### config.mk
export PLATFORM = sky130hd
export DESIGN_NAME = spi_port
export DESIGN_NICKNAME = d
export VERILOG_FILES = /design/src/rtl/spi_port.sv
export SDC_FILE = /design/constraint.sdc
export NUM_CORES = 1
export LEC_CHECK = 0
export ABC_AREA = 1
export BUFFER_PORTS_ARGS = -buffer_cell sky130_fd_sc_hd__buf_2
export CORE_MARGIN = 4
export CORE_UTILIZATION = 60
export CTS_CLUSTER_DIAMETER = 150
export CTS_CLUSTER_SIZE = 25
export DETAILED_ROUTE_END_ITERATION = 10
export GPL_ROUTABILITY_DRIVEN = 0
export PLACE_DENSITY = 0.85
export SLEW_MARGIN = 5
export SYNTH_ARGS = -nofsm -noshare
export SYNTH_HDL_FRONTEND = slang
export SYNTH_SLANG_ARGS = --single-unit
export TNS_END_PERCENT = 5
### constraint.sdc
create_clock -name clk -period 3.85 [get_ports clk]
set_clock_uncertainty 0.05 [all_clocks]
set_input_delay 0.385 -clock clk [delete_from_list [all_inputs] [get_ports clk]]
set_output_delay 0.385 -clock clk [all_outputs]
set_load 0.005 [all_outputs]
### src/rtl/spi_port.sv
module spi_port #(
  parameter int DIV_W = 8
) (
  input  logic       clk,
  input  logic       rst_n,
  input  logic [1:0] reg_sel,
  input  logic       reg_wr,
  input  logic       reg_rd,
  input  logic [7:0] wdata,
  output logic [7:0] rdata,
  input  logic       irq_en,
  output logic       irq,
  output logic       sclk_o,
  output logic       mosi_o,
  output logic       mst_oe,
  input  logic       miso_i,
  input  logic       sclk_i,
  input  logic       mosi_i,
  output logic       miso_o,
  output logic       miso_oe,
  input  logic       ss_n_i
);
  logic tcf, wcf, mff, ovf, msten, spien;
  logic [DIV_W-1:0] div, cnt;
  logic [7:0] sh, rxbuf;
  logic [2:0] bitcnt;
  logic rx_full, samp, xfer, sclk_q;
  logic sck1, sck2, sck3, mo1, mo2, ss1, ss2;

  wire ss_low = ~ss2;
  wire m_mode = spien & msten;
  wire s_act  = spien & ~msten & ss_low;
  wire fault  = m_mode & ss_low;
  wire abort  = ~spien | fault | (~msten & ~ss_low);
  wire wr_ctl = reg_wr && reg_sel == 2'd0;
  wire wr_dat = reg_wr && reg_sel == 2'd1;
  wire wr_div = reg_wr && reg_sel == 2'd2;
  wire rd_dat = reg_rd && reg_sel == 2'd1;
  wire collide = wr_dat & xfer;
  wire start_ok = wr_dat & ~xfer & spien & ~fault;
  wire tick   = m_mode & ~ss_low & xfer & (cnt == div);
  wire m_rise = tick & ~sclk_q;
  wire m_fall = tick & sclk_q;
  wire s_rise = s_act & sck2 & ~sck3;
  wire s_fall = s_act & ~sck2 & sck3 & xfer;
  wire do_shift = (m_fall | s_fall) & ~start_ok;
  wire last   = do_shift & (bitcnt == 3'd7);
  wire [7:0] rx_byte = {sh[6:0], samp};

  assign sclk_o  = sclk_q;
  assign mosi_o  = sh[7];
  assign miso_o  = sh[7];
  assign mst_oe  = m_mode & ~mff;
  assign miso_oe = s_act;
  assign irq     = irq_en & (tcf | wcf | mff | ovf);

  always_comb begin
    case (reg_sel)
      2'd0:    rdata = {tcf, wcf, mff, ovf, xfer & msten, ss_low, msten, spien};
      2'd1:    rdata = rxbuf;
      2'd2:    rdata = 8'(div);
      default: rdata = 8'h00;
    endcase
  end

  always_ff @(posedge clk or negedge rst_n) begin
    if (!rst_n) begin
      {tcf, wcf, mff, ovf, msten, spien} <= '0;
      div <= '0; cnt <= '0; sh <= '0; rxbuf <= '0; bitcnt <= '0;
      {rx_full, samp, xfer, sclk_q} <= '0;
      {sck1, sck2, sck3, mo1, mo2} <= '0;
      {ss1, ss2} <= 2'b11;
    end else begin
      {sck1, sck2, sck3} <= {sclk_i, sck1, sck2};
      {mo1, mo2} <= {mosi_i, mo1};
      {ss1, ss2} <= {ss_n_i, ss1};
      if (wr_div) div <= wdata[DIV_W-1:0];
      if (wr_ctl) begin
        msten <= wdata[1];
        spien <= wdata[0];
      end
      tcf <= (wr_ctl ? tcf & wdata[7] : tcf) | last;
      wcf <= (wr_ctl ? wcf & wdata[6] : wcf) | collide;
      mff <= (wr_ctl ? mff & wdata[5] : mff) | fault;
      ovf <= (wr_ctl ? ovf & wdata[4] : ovf) | (last & rx_full);
      if (last && !rx_full) begin
        rxbuf <= rx_byte;
        rx_full <= 1'b1;
      end else if (rd_dat) rx_full <= 1'b0;

      if (start_ok) begin
        sh <= wdata;
        if (msten) begin
          xfer <= 1'b1; cnt <= '0; sclk_q <= 1'b0; bitcnt <= '0;
        end
      end else if (abort) begin
        xfer <= 1'b0; cnt <= '0; sclk_q <= 1'b0; bitcnt <= '0;
      end else begin
        if (tick) cnt <= '0;
        else if (m_mode && xfer) cnt <= cnt + 1'b1;
        if (tick) sclk_q <= ~sclk_q;
        if (s_rise) xfer <= 1'b1;
        if (m_rise) samp <= miso_i;
        else if (s_rise) samp <= mo2;
        if (do_shift) begin
          sh <= rx_byte;
          bitcnt <= bitcnt + 1'b1;
          if (bitcnt == 3'd7) xfer <= 1'b0;
        end
      end
    end
  end

  assert_tcf_sticky_R2: assert property (@(posedge clk) disable iff (!rst_n)
    (tcf && !wr_ctl) |=> tcf);
  assert_sclk_hold_R6: assert property (@(posedge clk) disable iff (!rst_n)
    (m_mode && !ss_low && xfer && cnt != div) |=> $stable(sclk_o));
  assert_collide_discard_R7: assert property (@(posedge clk) disable iff (!rst_n)
    (wr_dat && xfer && !m_fall && !s_fall && !abort) |=> $stable(sh));
  assert_overrun_keep_R9: assert property (@(posedge clk) disable iff (!rst_n)
    (last && rx_full && !rd_dat) |=> ($stable(rxbuf) && ovf));
  assert_fault_abort_R10: assert property (@(posedge clk) disable iff (!rst_n)
    fault |=> (!xfer && !mst_oe));
endmodule

==> results of run 1 <==
## cells by family (layout without fill, tap and decap cells)
kind of cell | after synthesis | in the layout | synth area share, %
xor+xnor | 2 | 2 | 0.652
flops | 52 | 52 | 48.5
fa+ha+maj | 3 | 3 | 1.40
compound gates | 48 | 48 | 10.0
buf+inv | 48 | 82 | 7.50
mux | 1 | 1 | 0.419
simple gates | 181 | 181 | 31.5
## power by group
group / switching, mW / internal, mW
registers: 0.0581 / 0.623
logic: 0.151 / 0.0927
clock network: 0.174 / 0.193
total: 0.382 / 0.908
## state kept, by name, summed over array words and instances (netlist names), 3 cells and up
register and flops:
rxbuf 8, bitcnt 3, cnt 8, div 8, sh 8
## through the flow
stage	hold WS (ps)	util, %
5_1_grt	106	68.4
6_report	126	68.4
3_3_place_gp	287	65.9
2_1_floorplan	39.4	-
4_1_cts	112	68.4
3_5_place_dp	291	65.9
## layout by cell type (no fill, tap or decap), types with 2 or more instances in the layout
cell / instances
ha_1: 3
clkbuf_8: 5
nor3_1: 3
inv_2: 5
o21ai_1: 3
dfstp_2: 2
o21ai_0: 28
buf_2: 32
dfrtp_1: 50
nand2_4: 2
xnor2_1: 2
nor2_4: 3
nand3_2: 2
a21oi_1: 8
nand4_1: 13
nor2_2: 4
nand3_4: 3
nand3_1: 14
nor2_1: 19
nand2_2: 3
o211ai_1: 5
inv_1: 35
nand2_1: 114
## worst max path at each step
stage / start / to / slack (ps) / cells past startpoint
after floorplan: ss2$_DFF_PN1_ / cnt[3]$_DFFE_PN0P_ / 2330 / 9
after global placement: reg_sel[1] / cnt[3]$_DFFE_PN0P_ / 1690 / 11
after CTS: reg_sel[1] / cnt[1]$_DFFE_PN0P_ / 1910 / 11
after global routing: reg_sel[1] / cnt[1]$_DFFE_PN0P_ / 1690 / 11
after detailed placement: reg_sel[1] / cnt[3]$_DFFE_PN0P_ / 1630 / 11
final: reg_sel[1] / cnt[1]$_DFFE_PN0P_ / 1890 / 11
## final cells by class
cell class                      instances  area, sq um  share of cell area, %
Sequential cell                        52         1300                   43.8
Clock inverter                          2         35.0                   1.18
Multi-Input combinational cell        235         1180                   39.6
Inverter                               41          154                   5.17
Tap cell                               52         65.1                   2.18
Timing Repair Buffer                   33          168                   5.63
Clock buffer                            6         72.6                   2.44
## routing by layer
layer,vias to the layer above,wire (microns)
met5,-,0
met4,0,72
met3,8,482
met2,90,2820
met1,1086,2630
li1,1140,-
## worst reg2reg max path, stage by stage (launching register included)
cell and delay, ps:
dfrtp_1 420, inv_1 160, nand3_2 140, nor2_4 400, nand2_4 150, nand2_2 170
inv_2 90, nand2_1 80, o21ai_1 80, nand2_1 70, inv_1 40
==> run_results.csv, run 1 <==
group,metric,value,unit
setup_path,crit_chain,"buf_2 -> nor2_2 -> nand3_2 -> nor2_4 -> nand2_4 -> nand2_2 -> inv_2 -> nand2_1 -> o21ai_1 -> nand2_1 -> inv_1",
flow_run,drv_cap,0,
timing,finalWorstPathRequiredPeriod,1960,ps
cts,clk_pin_slew_worst_paths,90,ps
timing,worst_slack,1890,ps
global_routing,grt-busiest-layer,"met2",
placed_design,placed_cells,413,
setup_path,path_max_fanout,19,
synthesis,synth_top_area_cell,"dfrtp_1",
synthesis,netlist_top_cells_count,"nand2_1 (114), dfrtp_1 (50), inv_1 (35), o21ai_0 (28), nor2_1 (19)",
cts,cts_buffer_depth,2,
setup_path,r2r_slack,1910,ps
synthesis,synth-main-ff-cell,"dfrtp_1",
drt,post-route-drc-count,0,
die,die_h,74.9,microns
synthesis,syn_avg_cell_area,8.02,sq um
setup_path,crit_path_top_delay_cell,"nor2_4",
global_routing,met2_usage,38.8,%
timing,period_share,50.9,%
layout,fin_cells,421,
global_routing,grt_util_met3,3.74,%
layout,finalNetCount,390,
timing,worstMarginPinSlew,638,ps
setup_path,r2r_cells,10,
setup_path,slowest_delay,400,ps
timing,rsz0062_at_grt,"false",
drt,drtIter0Drc,259,
global_routing,use_met1,33.2,%
synthesis,synth.most_common_cell,"nand2_1",
timing,setup_violations,0,
timing,finalSetupTns,0,ps
hold_path,hp-class,"in2reg",
setup_path,startpoint_type,"input pin",
hold_path,hold_path_end,"ss1$_DFF_PN1_",
synthesis,syn-cell-area,2690,sq um
global_routing,grt_pass1_vias,2150,
cts,postCtsSetupBuffers,0,
placed_design,dpl.hpwl,4440,microns
synthesis,ys_seq_area_share,48.5,%
layout,drive_gt1_share,17.9,%
setup_path,r2r-start,"xfer$_DFFE_PN0P_",
cts,numCtsBuffers,5,
die,start_util,61.7,%
timing,hold_viol,0,
drt,vias_per_cell,5.52,
placed_design,post-place-ws,1630,ps
die,die_w,74.9,microns
global_routing,grt_pass1_wl,10100,microns
setup_path,crit_family,"simple AND/OR/NAND/NOR gates",
die,core_area,4350,sq um
placed_design,placed_cell_area,2870,sq um
layout,area_growth,10.9,%
power_and_ir_drop,power.density,433,nW/um^2
hold_path,hold_path.startpoint,"ss_n_i",
synthesis,ys_warn_count,0,
setup_path,path_buf_inv,3,
layout,final_area,2980,sq um
die,die-area,5610,sq um
synthesis,synth_cell_types,32,
drt,drt-total-wl,6000,microns
global_routing,antenna_found_initial,0,
power_and_ir_drop,p_leak,1.52,nW
synthesis,syn_inst,335,
placed_design,port_buffers,32,
timing,final_max_slew_viol_count,0,
cts,clk_latency,300,ps
global_routing,grt_max_degree,53,
cts,clockRootBuffer,"clkbuf_8",
timing,max_clock_freq,511,MHz
cts,clkSinkCount,52,
drt,firstDrtPassIters,4,
cts,cts_hold_buffers,0,
status,run_status,"complete, no violations",
setup_path,endpoint_kind,"flop",
drt,antenna_left,0,
power_and_ir_drop,ir_drop,0.246,mV
die,io_pins,33,
setup_path,timing_worst_setup_path_type,"in2reg",
die,row_count,24,
power_and_ir_drop,report.power.total,1.29,mW
global_routing,grt.total_usage,23.7,%
drt,wire_per_inst,14.3,microns
layout,fillers,357,
drt,vias,2324,
synthesis,synth_edf_count,0,
setup_path,cp_common_cell,"nand2_1",
cts,cts_tree,"done",
layout,diodes,0,
global_routing,overflow,0,
hold_path,whs_path_depth,1,
synthesis,ys_ff_latch,52,
setup_path,arrival,2120,ps
synthesis,async_flop_share,100,%
cts,h-tree-depth,2,
synthesis,synth_nets,357,
synthesis,synth_top_area_share,46.6,%
timing,slew_headroom,57.5,%
setup_path,r2r_end,"cnt[1]$_DFFE_PN0P_",
synthesis,synth_area_leaders,"dfrtp_1 (47%), nand2_1 (16%), o21ai_0 (5.2%)",
setup_path,required,4010,ps
cts,cts_resized,0,
No activity file was read; power rests on OpenSTA's default activity.
==> run 2: changes to the inputs <==
--- a/config.mk
+++ b/config.mk
@@ -8,12 +8,12 @@
 export ABC_AREA = 1
 export BUFFER_PORTS_ARGS = -buffer_cell sky130_fd_sc_hd__buf_2
 export CORE_MARGIN = 4
-export CORE_UTILIZATION = 60
+export CORE_UTILIZATION = 52
 export CTS_CLUSTER_DIAMETER = 150
 export CTS_CLUSTER_SIZE = 25
 export DETAILED_ROUTE_END_ITERATION = 10
 export GPL_ROUTABILITY_DRIVEN = 0
-export PLACE_DENSITY = 0.85
+export PLACE_DENSITY = 0.78
 export SLEW_MARGIN = 5
 export SYNTH_ARGS = -nofsm -noshare
 export SYNTH_HDL_FRONTEND = slang
==> constraint.sdc (replaced) <==
create_clock -name clk -period 1.7 [get_ports clk]
set_clock_uncertainty 0.05 [all_clocks]
set_input_delay 0.17 -clock clk [delete_from_list [all_inputs] [get_ports clk]]
set_output_delay 0.17 -clock clk [all_outputs]
set_load 0.005 [all_outputs]
==> run_results.csv, run 2 (synthesized netlist as in run 1, its figures left out) <==
group,metric,value,unit
layout,layout_common_cells,"nand2_1 (113), dfrtp_1 (47), inv_1 (33)",
timing,setup_violations,0,
flow_run,drv_cap,0,
timing,hold_viol,0,
timing,worst_slack,39.5,ps
power_and_ir_drop,ir_drop,0.623,mV
setup_path,required,1850,ps
setup_path,cp_common_cell,"nand2_1",
die,die_w,79.9,microns
timing,final_max_slew_viol_count,0,
cts,clk_pin_slew_worst_paths,90,ps
placed_design,placed_cell_area,2960,sq um
setup_path,crit_path_top_delay_cell,"dfstp_2",
drt,vias_per_cell,5.21,
placed_design,port_buffers,32,
power_and_ir_drop,power.density,925,nW/um^2
die,row_count,25,
setup_path,slowest_delay,590,ps
cts,cts_tree,"done",
global_routing,grt_pass1_wl,10700,microns
cts,clk_latency,300,ps
timing,finalWorstPathRequiredPeriod,1660,ps
cts,h-tree-depth,2,
placed_design,post-place-ws,5.79,ps
setup_path,path_max_fanout,11,
layout,diodes,0,
drt,drt-total-wl,6300,microns
die,start_util,55.4,%
power_and_ir_drop,p_leak,1.62,nW
die,die_h,79.9,microns
setup_path,startpoint_type,"flop",
cts,cts_buffer_depth,2,
global_routing,grt_max_degree,33,
layout,finalNetCount,409,
layout,final_common_cell,"nand2_1",
setup_path,arrival,1810,ps
die,die-area,6380,sq um
setup_path,crit_chain,"nand2_1 -> nor2_1 -> nand2_1 -> nor2_4 -> nand3_4 -> nand2_8 -> nand3_4 -> nand2_1 -> nand2_1",
timing,rsz0062_at_grt,"true",
setup_path,path_buf_inv,0,
drt,firstDrtPassIters,5,
hold_path,hp-class,"in2reg",
timing,max_clock_freq,602,MHz
drt,wire_per_inst,13.9,microns
drt,antenna_left,0,
cts,clkSinkCount,52,
status,run_status,"complete, no violations",
setup_path,timing_worst_setup_path_type,"reg2reg",
drt,vias,2372,
global_routing,grt.total_usage,21.3,%
layout,final_area,3240,sq um
cts,numCtsBuffers,5,
placed_design,dpl.hpwl,4720,microns
setup_path,crit_family,"simple AND/OR/NAND/NOR gates",
global_routing,overflow,0,
die,core_area,4850,sq um
timing,worstMarginPinSlew,542,ps
drt,post-route-drc-count,0,
die,io_pins,33,
timing,finalSetupTns,0,ps
timing,slew_headroom,63.8,%
layout,area_growth,20.6,%
cts,clockRootBuffer,"clkbuf_8",
layout,regArea,1310,sq um
timing,period_share,97.7,%
layout,fillers,402,
setup_path,endpoint_kind,"flop",
global_routing,antenna_found_initial,0,
drt,drtIter0Drc,82,
layout,multi_input_area,1240,sq um
global_routing,grt_pass1_vias,2287,
layout,drive_gt1_share,23.5,%
[run 2: path summary, 6_finish.rpt]
kind,startpoint,to,slack [ps],cells past startpoint
setup / recovery,ss2$_DFF_PN1_,rxbuf[1]$_DFFE_PN0P_,40,9
hold / removal,reg_rd,rx_full$_DFFE_PN0P_,80,4
setup reg to reg,ss2$_DFF_PN1_,rxbuf[1]$_DFFE_PN0P_,40,9
hold reg to reg,sck1$_DFF_PN0_,sck2$_DFF_PN0_,310,0
max in group asynchronous,rst_n,cnt[7]$_DFFE_PN0P_,760,3
min in group asynchronous,rst_n,bitcnt[1]$_DFFE_PN0P_,300,2
[run 2: cell type report]
class                           instances  area share, %
Multi-Input combinational cell        236           38.4
Tap cell                               67           2.59
Timing Repair Buffer                   51           10.4
Inverter                               41           4.83
Clock buffer                            5           2.12
Clock inverter                          3           1.31
Sequential cell                        52           40.3
[run 2: timing repair]
item,4_1_cts,5_1_grt
endpoints found under the setup margin,4,24
cloned,0,1
hold endpoints to repair,21,0
setup buffers,1,5
pin swaps,0,4
hold buffers,4,0
gates resized for setup,3,14
[run 2: layer usage]
layer	global-route usage [%]	share of wire [%]
met5	0	0
met2	36.0	49
met1	28.7	44
met3	3.61	6.4
met4	4.90	0.97
[run 2: worst min-delay path, delay by kind of cell]
| kind | cells | cell delay (ps) |
|---|---|---|
| buf+inv | 1 | 80 |
| simple gates | 3 | 150 |
[run 2: through the flow]
| stage | util (%) | power [mW] | hold slack, ps | cells |
|---|---|---|---|---|
| finish | 66.8 | 3.00 | 77.9 | 455 |
| CTS | 64.6 | 2.98 | 73.5 | 449 |
| global route | 66.8 | 3.18 | 114 | 455 |
| floorplan | - | 1.91 | -176 | 335 |
| global placement | 61.1 | 2.12 | 115 | 436 |
| detailed placement | 61.1 | 2.14 | 113 | 436 |
[run 2: report_power, final]
group,total [mW],internal [mW],switching (mW)
registers,1.55,1.41,0.134
clock network,0.836,0.436,0.400
logic,0.614,0.250,0.364
total,3.00,2.10,0.899
==> run 3: changes to the inputs <==
--- a/config.mk
+++ b/config.mk
@@ -8,12 +8,12 @@
 export ABC_AREA = 1
 export BUFFER_PORTS_ARGS = -buffer_cell sky130_fd_sc_hd__buf_2
 export CORE_MARGIN = 4
-export CORE_UTILIZATION = 52
+export CORE_UTILIZATION = 23
 export CTS_CLUSTER_DIAMETER = 150
-export CTS_CLUSTER_SIZE = 25
+export CTS_CLUSTER_SIZE = 24
 export DETAILED_ROUTE_END_ITERATION = 10
 export GPL_ROUTABILITY_DRIVEN = 0
-export PLACE_DENSITY = 0.78
+export PLACE_DENSITY = 0.43
 export SLEW_MARGIN = 5
 export SYNTH_ARGS = -nofsm -noshare
 export SYNTH_HDL_FRONTEND = slang
==> run_results.csv, run 3 (synthesized netlist as in run 1, its figures left out) <==
group,metric,value,unit
cts,clockRootBuffer,"clkbuf_16",
layout,diodes,0,
global_routing,overflow,0,
timing,rsz0062_at_grt,"true",
power_and_ir_drop,power.density,972,nW/um^2
layout,post-route-util,30.4,%
drt,wire_per_inst,13.9,microns
global_routing,grt_pass1_wl,12400,microns
layout,drive_gt1_share,26.3,%
layout,layout_common_cells,"nand2_1 (110), dfrtp_1 (47), inv_1 (32), buf_2 (32), o21ai_0 (27)",
setup_path,crit_chain,"nand2_1 -> nor2_1 -> nand2_1 -> nor2_4 -> nand3_4 -> nand2_8 -> nand3_4 -> nand2_2 -> nand2_2",
drt,drtIter0Drc,73,
cts,numCtsBuffers,5,
drt,vias,2387,
setup_path,required,1840,ps
global_routing,grt_max_degree,53,
setup_path,r2r_cells,9,
timing,worst_slack,73.8,ps
timing,period_share,95.7,%
die,io_pins,33,
layout,area_growth,29.4,%
cts,clk_latency,300,ps
die,start_util,23.5,%
power_and_ir_drop,report.power.total,3.38,mW
flow_run,drv_cap,0,
drt,firstDrtPassIters,4,
hold_path,hp-class,"in2reg",
setup_path,path_buf_inv,0,
placed_design,post-place-ws,-4.28,ps
hold_path,hold_path.startpoint,"reg_rd",
setup_path,r2r_end,"rxbuf[2]$_DFFE_PN0P_",
timing,hold_viol,0,
setup_path,slowest_delay,570,ps
setup_path,startpoint_type,"flop",
cts,cts_tree,"done",
timing,worstMarginPinSlew,496,ps
setup_path,path_max_fanout,7,
global_routing,grt.total_usage,11.9,%
layout,final_common_cell,"nand2_1",
hold_path,hold_path_end,"rx_full$_DFFE_PN0P_",
layout,finalNetCount,421,
timing,final_max_slew_viol_count,0,
timing,slew_headroom,66.9,%
cts,clkSinkCount,52,
drt,drt-total-wl,7540,microns
timing,setup_violations,0,
setup_path,r2r-start,"ss2$_DFF_PN1_",
die,row_count,39,
cts,clk_pin_slew_worst_paths,80,ps
setup_path,arrival,1760,ps
status,run_status,"complete, no violations",
drt,vias_per_cell,4.40,
setup_path,timing_worst_setup_path_type,"reg2reg",
setup_path,crit_family,"simple AND/OR/NAND/NOR gates",
global_routing,antenna_found_initial,0,
cts,cts_buffer_depth,2,
hold_path,whs_path_depth,4,
die,core_area,11400,sq um
die,die_h,116,microns
global_routing,grt_pass1_vias,2454,
die,die-area,13500,sq um
drt,post-route-drc-count,0,
power_and_ir_drop,ir_drop,0.457,mV
die,die_w,116,microns
placed_design,dpl.hpwl,5890,microns
power_and_ir_drop,p_leak,1.70,nW
drt,antenna_left,0,
setup_path,endpoint_kind,"flop",
placed_design,port_buffers,32,
cts,h-tree-depth,2,
timing,max_clock_freq,615,MHz
timing,finalWorstPathRequiredPeriod,1630,ps
setup_path,crit_start,"ss2$_DFF_PN1_",
setup_path,crit_path_top_delay_cell,"dfstp_2",
setup_path,r2r_slack,70,ps
[run 3: layer usage]
| layer | vias to the layer above | routed length (microns) | global-route usage (%) |
|---|---|---|---|
| met5 | - | 0 | 0 |
| met4 | 0 | 182 | 4.25 |
| met3 | 12 | 239 | 2.14 |
| met2 | 37 | 3560 | 19.6 |
| met1 | 1133 | 3560 | 15.8 |
| li1 | 1205 | - | - |
[run 3: layout make-up]
| cell class | count | area, sq um |
|---|---|---|
| well taps | 143 | 179 |
| inverters | 41 | 156 |
| flip-flops and latches | 52 | 1310 |
| multi-input cells | 236 | 1230 |
| clock inverters | 3 | 46.3 |
| repair buffers | 63 | 427 |
| clock buffers | 5 | 125 |
| fillers | 1264 | 7940 |
[run 3: worst register-to-register path: stages, from the launching register on]
cell     delay (ps)
dfstp_2         570
nand2_1          50
nor2_1           80
nand2_1          90
nor2_4          150
nand3_4         140
nand2_8         140
nand3_4         100
nand2_2         110
nand2_2          50
[run 3: where the power goes]
group | switching, mW | internal (mW)
registers | 0.132 | 1.41
clock network | 0.495 | 0.701
logic | 0.371 | 0.268
[run 3: stage by stage]
step | instance area (sq um) | cells | setup TNS (ps) | hold slack [ps]
after floorplan | 2690 | 335 | 0 | -176
after global placement | 3140 | 523 | 0 | 144
after detailed placement | 3140 | 523 | -4.28 | 143
after CTS | 3360 | 536 | 0 | 82.9
after global routing | 3480 | 543 | -283 | 106
final | 3480 | 543 | 0 | 75.0
[run 3: worst max-delay path by stage]
stage                     slack (ps)  depth (start not counted)                   end
after detailed placement          -4                          8  rxbuf[0]$_DFFE_PN0P_
after global placement            40                          8  rxbuf[4]$_DFFE_PN0P_
after CTS                         40                         10      samp$_DFFE_PN0P_
final                             70                          9  rxbuf[2]$_DFFE_PN0P_
after global routing             -30                         11  rxbuf[2]$_DFFE_PN0P_
after floorplan                  180                          9    cnt[3]$_DFFE_PN0P_
[run 3: timing repair]
item                                    in CTS  in global routing
endpoints found under the setup margin       2                 27
buffers inserted                             1                  6
cloned                                       0                  1
gates resized for setup                      0                 21
hold buffers                                 4                  0
endpoints found under the hold margin       53                  0
pin swaps                                    0                 15
